$ cat src/rtl/spi_bm_pkg.sv
// Package: shared offsets, bit positions, reset values and the
// configuration record used by the byte serial master.
package spi_bm_pkg;

    localparam int BUS_W   = 32;
    localparam int BYTE_W  = 8;
    localparam int PRESC_W = 3;

    // Register byte offsets
    localparam logic [7:0] OFS_STAT = 8'h00;
    localparam logic [7:0] OFS_CFG  = 8'h10;
    localparam logic [7:0] OFS_CTL  = 8'h14;
    localparam logic [7:0] OFS_DATA = 8'h20;

    // Configuration bit positions
    localparam int CFG_ORDER = 8;
    localparam int CFG_CPOL  = 6;
    localparam int CFG_RXF   = 5;
    localparam int CFG_TXF   = 4;

    // Control bit positions
    localparam int CTL_HIZ  = 3;
    localparam int CTL_GOWR = 2;
    localparam int CTL_GORD = 1;
    localparam int CTL_CSN  = 0;

    localparam logic [PRESC_W-1:0] PRESC_OFF = '1;

    typedef struct packed {
        logic               msb_first;
        logic               cpol;
        logic               rx_fall;
        logic               tx_fall;
        logic [PRESC_W-1:0] presc;
    } spi_cfg_t;

    localparam spi_cfg_t CFG_RESET = '{
        msb_first: 1'b1, cpol: 1'b1, rx_fall: 1'b0, tx_fall: 1'b1,
        presc: PRESC_W'(3)
    };

endpackage

$ cat src/rtl/spi_bm_clkdiv.sv
// Module: half-period timer for the serial clock.
// Emits a one-cycle tick every 2^presc system cycles while run is high.
// Assumes presc never holds the disabled code while run is high.
module spi_bm_clkdiv
    import spi_bm_pkg::*;
#(
    parameter int PW = PRESC_W
) (
    input  logic          clk,
    input  logic          rst_n,
    input  logic          run,
    input  logic [PW-1:0] presc,
    output logic          tick
);
    localparam int MAX_CODE = (1 << PW) - 2;
    localparam int CNT_W    = MAX_CODE + 1;

    logic [CNT_W-1:0] cnt;
    logic [CNT_W-1:0] half_m1;

    // Terminal count of one half period
    always_comb begin
        half_m1 = (CNT_W'(1) << presc) - CNT_W'(1);
        tick    = run && (cnt == half_m1);
    end

    // Count system cycles inside a half period
    always_ff @(posedge clk) begin
        if (!rst_n || !run) begin
            cnt <= '0;
        end else if (tick) begin
            cnt <= '0;
        end else begin
            cnt <= cnt + CNT_W'(1);
        end
    end
endmodule

$ cat src/rtl/spi_bm_engine.sv
// Module: byte shift engine.
// Accepts a transmit or receive command when idle and the clock is on,
// freezes the frame format, drives the serial clock and shifts one byte.
// Assumes start_tx/start_rx are single-cycle command pulses.
module spi_bm_engine
    import spi_bm_pkg::*;
#(
    parameter int BW = BYTE_W
) (
    input  logic          clk,
    input  logic          rst_n,
    input  spi_cfg_t      cfg_live,
    input  logic          start_tx,
    input  logic          start_rx,
    input  logic [BW-1:0] tx_byte,
    input  logic          miso_i,
    output logic          busy,
    output logic          sclk_o,
    output logic          mosi_o,
    output logic          rx_done,
    output logic [BW-1:0] rx_byte
);
    localparam int TOG_N = 2 * BW;
    localparam int TOG_W = $clog2(TOG_N);
    localparam logic [TOG_W-1:0] TOG_LAST = TOG_W'(TOG_N - 1);

    spi_cfg_t         snap;
    logic             is_rx;
    logic [TOG_W-1:0] tcnt;
    logic [BW-1:0]    tx_sh;
    logic [BW-1:0]    rx_sh;
    logic [BW-1:0]    rx_next;
    logic             mosi_q;
    logic             sclk_q;
    logic             tick;
    logic             new_lvl;
    logic             edge_fall;
    logic             launch_ev;
    logic             sample_ev;
    logic             accept;
    logic             last;

    spi_bm_clkdiv #(.PW(PRESC_W)) u_div (
        .clk   (clk),
        .rst_n (rst_n),
        .run   (busy),
        .presc (snap.presc),
        .tick  (tick)
    );

    // Classify the edge produced by the current tick
    always_comb begin
        new_lvl   = snap.cpol ^ ~tcnt[0];
        edge_fall = ~new_lvl;
        launch_ev = tick && (edge_fall == snap.tx_fall);
        sample_ev = tick && (edge_fall == snap.rx_fall);
        accept    = (start_tx || start_rx) && !busy && (cfg_live.presc != PRESC_OFF);
        last      = tick && (tcnt == TOG_LAST);
        rx_next   = snap.msb_first ? {rx_sh[BW-2:0], miso_i} : {miso_i, rx_sh[BW-1:1]};
    end

    // Operation state, serial clock and shift registers
    always_ff @(posedge clk) begin
        if (!rst_n) begin
            busy   <= 1'b0;
            is_rx  <= 1'b0;
            tcnt   <= '0;
            snap   <= CFG_RESET;
            tx_sh  <= '0;
            rx_sh  <= '0;
            mosi_q <= 1'b0;
            sclk_q <= CFG_RESET.cpol;
        end else if (accept) begin
            busy   <= 1'b1;
            is_rx  <= start_rx && !start_tx;
            tcnt   <= '0;
            snap   <= cfg_live;
            tx_sh  <= tx_byte;
            rx_sh  <= '0;
            sclk_q <= cfg_live.cpol;
            if (start_tx) begin
                mosi_q <= cfg_live.msb_first ? tx_byte[BW-1] : tx_byte[0];
            end
        end else if (busy) begin
            if (tick) begin
                sclk_q <= ~sclk_q;
                tcnt   <= tcnt + TOG_W'(1);
            end
            if (launch_ev && !is_rx && tcnt != '0 && tcnt != TOG_LAST) begin
                if (snap.msb_first) begin
                    tx_sh  <= tx_sh << 1;
                    mosi_q <= tx_sh[BW-2];
                end else begin
                    tx_sh  <= tx_sh >> 1;
                    mosi_q <= tx_sh[1];
                end
            end
            if (sample_ev && is_rx) begin
                rx_sh <= rx_next;
            end
            if (last) begin
                busy <= 1'b0;
            end
        end else begin
            sclk_q <= cfg_live.cpol;
        end
    end

    // Hand the finished receive byte to the register file
    always_comb begin
        rx_done = last && is_rx;
        rx_byte = sample_ev ? rx_next : rx_sh;
        sclk_o  = sclk_q;
        mosi_o  = mosi_q;
    end
endmodule

$ cat src/rtl/spi_bm_regs.sv
// Module: register file of the byte serial master.
// Decodes host writes, holds configuration, control and data,
// turns start bits into one-cycle pulses and muxes read data.
// Assumes a host data write wins over a receive result in the same cycle.
module spi_bm_regs
    import spi_bm_pkg::*;
#(
    parameter int AW = 8
) (
    input  logic              clk,
    input  logic              rst_n,
    input  logic [AW-1:0]     bus_addr,
    input  logic              bus_wr,
    input  logic [BUS_W-1:0]  bus_wdata,
    output logic [BUS_W-1:0]  bus_rdata,
    input  logic              busy,
    input  logic              rx_done,
    input  logic [BYTE_W-1:0] rx_byte,
    output spi_cfg_t          cfg,
    output logic              csn,
    output logic              hiz,
    output logic [BYTE_W-1:0] tx_byte,
    output logic              start_tx,
    output logic              start_rx
);
    logic sel_cfg;
    logic sel_ctl;
    logic sel_data;

    // Address decode and command pulses
    always_comb begin
        sel_cfg  = (bus_addr == AW'(OFS_CFG));
        sel_ctl  = (bus_addr == AW'(OFS_CTL));
        sel_data = (bus_addr == AW'(OFS_DATA));
        start_tx = bus_wr && sel_ctl && bus_wdata[CTL_GOWR];
        start_rx = bus_wr && sel_ctl && bus_wdata[CTL_GORD];
    end

    // Register updates
    always_ff @(posedge clk) begin
        if (!rst_n) begin
            cfg     <= CFG_RESET;
            csn     <= 1'b1;
            hiz     <= 1'b1;
            tx_byte <= '0;
        end else begin
            if (bus_wr && sel_cfg) begin
                cfg.msb_first <= bus_wdata[CFG_ORDER];
                cfg.cpol      <= bus_wdata[CFG_CPOL];
                cfg.rx_fall   <= bus_wdata[CFG_RXF];
                cfg.tx_fall   <= bus_wdata[CFG_TXF];
                cfg.presc     <= bus_wdata[PRESC_W-1:0];
            end
            if (bus_wr && sel_ctl) begin
                csn <= bus_wdata[CTL_CSN];
                hiz <= bus_wdata[CTL_HIZ];
            end
            if (bus_wr && sel_data) begin
                tx_byte <= bus_wdata[BYTE_W-1:0];
            end else if (rx_done) begin
                tx_byte <= rx_byte;
            end
        end
    end

    // Read data mux
    always_comb begin
        bus_rdata = '0;
        if (bus_addr == AW'(OFS_STAT)) begin
            bus_rdata[0] = busy;
        end else if (sel_cfg) begin
            bus_rdata[CFG_ORDER]     = cfg.msb_first;
            bus_rdata[CFG_CPOL]      = cfg.cpol;
            bus_rdata[CFG_RXF]       = cfg.rx_fall;
            bus_rdata[CFG_TXF]       = cfg.tx_fall;
            bus_rdata[PRESC_W-1:0]   = cfg.presc;
        end else if (sel_ctl) begin
            bus_rdata[CTL_HIZ] = hiz;
            bus_rdata[CTL_CSN] = csn;
        end else if (sel_data) begin
            bus_rdata[BYTE_W-1:0] = tx_byte;
        end
    end
endmodule

$ cat src/rtl/spi_byte_master.sv
// Module: top of the register-mapped byte serial master.
// Joins the register file and the shift engine and drives the pins.
// Assumes a single slave and 8-bit frames only.
module spi_byte_master
    import spi_bm_pkg::*;
#(
    parameter int ADDR_W = 8
) (
    input  logic              clk,
    input  logic              rst_n,
    input  logic [ADDR_W-1:0] bus_addr,
    input  logic              bus_wr,
    input  logic [BUS_W-1:0]  bus_wdata,
    output logic [BUS_W-1:0]  bus_rdata,
    output logic              spi_sclk,
    output logic              spi_cs_n,
    output logic              spi_mosi,
    output logic              spi_mosi_oe,
    input  logic              spi_miso
);
    spi_cfg_t          cfg;
    logic              csn;
    logic              hiz;
    logic [BYTE_W-1:0] tx_byte;
    logic              start_tx;
    logic              start_rx;
    logic              busy;
    logic              rx_done;
    logic [BYTE_W-1:0] rx_byte;
    logic              sclk_w;
    logic              mosi_w;

    spi_bm_regs #(.AW(ADDR_W)) u_regs (
        .clk       (clk),
        .rst_n     (rst_n),
        .bus_addr  (bus_addr),
        .bus_wr    (bus_wr),
        .bus_wdata (bus_wdata),
        .bus_rdata (bus_rdata),
        .busy      (busy),
        .rx_done   (rx_done),
        .rx_byte   (rx_byte),
        .cfg       (cfg),
        .csn       (csn),
        .hiz       (hiz),
        .tx_byte   (tx_byte),
        .start_tx  (start_tx),
        .start_rx  (start_rx)
    );

    spi_bm_engine #(.BW(BYTE_W)) u_eng (
        .clk      (clk),
        .rst_n    (rst_n),
        .cfg_live (cfg),
        .start_tx (start_tx),
        .start_rx (start_rx),
        .tx_byte  (tx_byte),
        .miso_i   (spi_miso),
        .busy     (busy),
        .sclk_o   (sclk_w),
        .mosi_o   (mosi_w),
        .rx_done  (rx_done),
        .rx_byte  (rx_byte)
    );

    // Pin drivers
    always_comb begin
        spi_sclk    = sclk_w;
        spi_mosi    = mosi_w;
        spi_cs_n    = csn;
        spi_mosi_oe = ~hiz;
    end
endmodule

$ cat config.mk
export PLATFORM = sky130hd
export DESIGN_NAME = spi_byte_master
export DESIGN_NICKNAME = d
export VERILOG_FILES = /design/src/rtl/spi_bm_pkg.sv /design/src/rtl/spi_bm_clkdiv.sv /design/src/rtl/spi_bm_engine.sv /design/src/rtl/spi_bm_regs.sv /design/src/rtl/spi_byte_master.sv
export SDC_FILE = /design/constraint.sdc
export NUM_CORES = 1
export LEC_CHECK = 0
export BUFFER_PORTS_ARGS = -buffer_cell sky130_fd_sc_hd__buf_2
export CAP_MARGIN = 20
export CORE_UTILIZATION = 45
export DETAILED_ROUTE_END_ITERATION = 16
export PLACE_DENSITY = 0.67
export SETUP_SLACK_MARGIN = 0.4
export SLEW_MARGIN = 20
export SYNTH_ARGS = -nofsm -noshare
export SYNTH_HDL_FRONTEND = slang
export SYNTH_SLANG_ARGS = --single-unit
$ cat constraint.sdc
create_clock -name clk -period 3.6 [get_ports clk]
set_clock_uncertainty 0.15 [all_clocks]
set_input_delay 0.36 -clock clk [delete_from_list [all_inputs] [get_ports clk]]
set_output_delay 0.36 -clock clk [all_outputs]
set_load 0.02 [all_outputs]
==> impl_results.md <==
- Crit. Startpoint: u_eng.snap[0]$_SDFFE_PN1P_
- Diodes inserted: 0
- GR Util met1: 0.290
- FILL cells: 686
- Vias in the first global route: 2,698
- Crit Path Class: reg -> reg
- Largest family of logic cells by synthesized area: simple AND/OR/NAND/NOR gates
- Htree depth: 2
- Die H: 88.0 um
- Seq/Total Area, Yosys: 0.331
- # clock sinks: 55
- Static leakage: 0.00145 uW
- Final Net Count: 472
- Port Buffers: 33
- Top_reg_cell synth: dfxtp_1
- Vias per cell: 5.55
- Fmax: 0.333 GHz
- Peak supply drop: 0.000197 V
- Worst hold path type: in -> reg
- Crit-path max FO: 9
- Synth Area in Adders: 0.0150
- Netlist cell types: 56
- Yosys top cell area share: 0.331
- Final setup violating endpoints: 0
- First-pass GRT wire length: 13,100 um
- Total of warnings raised by yosys: 0
- Hold Fails Final Rpt: 0
- Initial antenna violation count: 0
- Post-layout min period: 3.00 ns
- CTS buffer count: 5
- Fraction of registers with async set/reset: 0
- Reg2Reg Setup Slack: 0.60 ns
- Post-route ant nets: 0
- Avg Inst Size Synth: 8.30 um^2
- Worst r2r src: u_eng.snap[0]$_SDFFE_PN1P_
- Global Route Usage Sum: 0.218
- Setup bufs post-CTS: 0
- DPL Wire Length: 5760 um
- Number of synthesized flops with an enable pin: 0
- IO Pins: 80
- Wire per inst: 15.1 um
- # DRC: 0
- DR pass1 iterations: 4
- Post-synthesis xor/xnor area fraction: 0.0369
- Dominant cell type by area after synthesis: dfxtp_1
- Worst Setup End Kind: flop
- Num rows: 30
- Post-Synth Simple-Gate Area: 0.257
- Core area: 6980 um^2
- Cell Area, Synth: 3330 um^2
- Die Wd: 88.0 um
- Compound-gate portion of the synthesized area: 0.173
- Max Cap Viol: 0
- CTS tree: built
- Layout cells sized above 1: 0.179
- Fin crit share: 0.834
- Post-synthesis mux area share: 0.0873
- Initial core utilization: 0.477
- Initial DRC Count: 192
- Worst skew pair latency: 0.31 ns
- #FFs+latches synth: 55
- Clock Tree Buf Depth: 2
- Routed via count: 2,891
- R2R depth: 10
- Placer Congestion: 0.826
- Status: completed
- Worst R2R End: u_regs.tx_byte[3]$_SDFFE_PN0P_
- Cells after Synth: 401
- Startpoint Class: flop
- Finished Layout Cells: 521
- Largest net degree at the start of global routing: 31
- M3 GR Usage: 0.0349
- Dpl cells: 513
- Max Slew Vio Count: 0
- Die Area: 7740 um^2
- Cell area power density: 287 nW/um^2
- Unrepaired setup endpoints after global routing: false
- Worst setup endpoint: u_regs.tx_byte[3]$_SDFFE_PN0P_
- Final wirelength: 7870 um
- Setup TNS: 0 ns
- Grt met2 use: 0.350
- Global route hottest layer: met2
- Slew @ Worst Pin: 0.790 ns
- Synth top area cells: dfxtp_1 33%, nand3_1 5.9%, buf_4 5.2%, nand2_1 4.4%, mux2i_1 4.2%
- Critical Path RT: 3.65 ns
- Clk slew on worst S/H paths: 0.10 ns
- Root buffer cell: clkbuf_8
- P&R area growth vs syn: 7.56%
- CP arrival: 3.05 ns
- Aggregate global routing overflow: 0
- Rel. slew slack: 0.472
-- repair_timing --
| action | 4_1_cts | 5_1_grt |
|---|---|---|
| hold buffers | 0 | 0 |
| gates cloned | 0 | 0 |
| gates resized for setup | 1 | 4 |
| pin swaps | 0 | 0 |
| setup endpoints to repair | 21 | 29 |
-- kinds of logic (layout without fill, tap and decap cells) --
kind of cell / Yosys count / after routing
simple gates: 163 / 163
compound gates: 80 / 80
buf+inv: 57 / 59
flops: 55 / 55
mux: 27 / 27
xor+xnor: 14 / 14
fa+ha+maj: 4 / 4
other cells: 1 / 23
-- worst min path at each step --
stage	start	endpoint	slack (ns)	cells past startpoint
after detailed placement	u_eng.mosi_o$_SDFFE_PN0P_	u_eng.mosi_o$_SDFFE_PN0P_	0.32	2
after global placement	u_eng.mosi_o$_SDFFE_PN0P_	u_eng.mosi_o$_SDFFE_PN0P_	0.30	2
after global routing	bus_wdata[8]	u_regs.cfg[6]$_SDFFE_PN1P_	0.12	3
after CTS	bus_wdata[8]	u_regs.cfg[6]$_SDFFE_PN1P_	0.12	3
final	bus_wdata[8]	u_regs.cfg[6]$_SDFFE_PN1P_	0.12	3
after floorplan	u_eng.u_div.cnt[0]$_SDFF_PP0_	u_eng.u_div.cnt[0]$_SDFF_PP0_	0.30	1
-- layer usage --
layer  wire length, um  vias to the layer above
li1                  -                     1439
met1              3580                     1364
met2              3780                       75
met3               323                       13
met4               183                        0
met5                 0                        -
-- area by class of cell --
cell class / instances / area, um^2 / share of cell area
multi-input combinational: 311 / 1990 / 0.556
sequential: 55 / 1100 / 0.308
timing repair buffer: 43 / 240 / 0.0671
clock inverter: 1 / 8.76 / 0.00245
inverter: 8 / 30.0 / 0.00839
tap: 96 / 120 / 0.0336
clock buffer: 7 / 86.3 / 0.0241
-- worst max-delay path, stage by stage (launching register included) --
cell      delay, ns
dfxtp_2        0.41
inv_1          0.11
nand2_1        0.08
ha_2           0.26
xor2_1         0.25
mux2_4         0.34
a211o_1        0.35
a311oi_4       0.29
buf_4          0.25
mux2i_2        0.30
a21oi_1        0.10
-- through the flow --
step / area (um^2) / setup WS [ns] / total power, uW / hold WS, ns / utilization
2_1_floorplan: 3410 / 0.675 / 681 / 0.295 / -
3_3_place_gp: 3470 / 0.445 / 681 / 0.304 / 0.497
3_5_place_dp: 3470 / 0.326 / 682 / 0.318 / 0.497
4_1_cts: 3570 / 0.403 / 1040 / 0.119 / 0.511
5_1_grt: 3580 / 0.403 / 1070 / 0.124 / 0.513
6_report: 3580 / 0.598 / 1030 / 0.122 / 0.513
-- Yosys cell counts (2+ instances only) --
| cell | instances |
|---|---|
| buf_4 | 23 |
| and2_1 | 6 |
| xor2_1 | 6 |
| a21boi_0 | 5 |
| ha_1 | 4 |
| xnor2_1 | 8 |
| a22oi_1 | 2 |
| buf_6 | 3 |
| nand3_1 | 39 |
| nor2b_1 | 4 |
| or3_1 | 2 |
| a211oi_1 | 4 |
| o21a_1 | 2 |
| buf_2 | 6 |
| nor3_1 | 19 |
| and3_1 | 13 |
| mux2_2 | 12 |
| o21ai_0 | 12 |
| o221ai_1 | 7 |
| nor2_1 | 15 |
| dfxtp_1 | 55 |
| nand2_1 | 39 |
| mux2i_1 | 14 |
| a31oi_1 | 2 |
| nand2b_1 | 11 |
| nand4_1 | 2 |
| a22o_1 | 5 |
| or4_1 | 2 |
| a21oi_1 | 23 |
| inv_1 | 8 |
| clkbuf_1 | 16 |
| o211ai_1 | 7 |
| or2_2 | 2 |
-- registers in the layout, indices dropped and copies added (netlist names) --
register         count
u_eng.rx_sh          8
u_eng.tx_sh          8
u_regs.tx_byte       8
u_eng.snap           7
u_eng.u_div.cnt      7
u_regs.cfg           7
u_eng.tcnt           4
u_eng.busy           1
u_eng.is_rx          1
u_eng.mosi_o         1
u_eng.sclk_o         1
u_regs.csn           1
u_regs.hiz           1
-- report_power, final --
part           switching (uW)  leakage (uW)  internal [uW]  total (uW)
combinational            44.9      0.000956           14.4        59.3
sequential              0.740      0.000443            608         609
clock                     201     0.0000484            158         359
total                     247       0.00145            781        1030
-- cell usage in the layout, fill, tap and decap left out, types with 7 or more instances in the layout --
cell,n
a21oi_1,23
and3_1,13
buf_2,33
buf_4,10
conb_1,23
dfxtp_1,54
inv_1,8
mux2_2,12
mux2i_1,13
nand2_1,39
nand2b_1,11
nand3_1,39
nor2_1,15
nor3_1,19
o211ai_1,7
o21ai_0,12
o221ai_1,7
xnor2_1,8
Power figures use the tool's default switching activity.
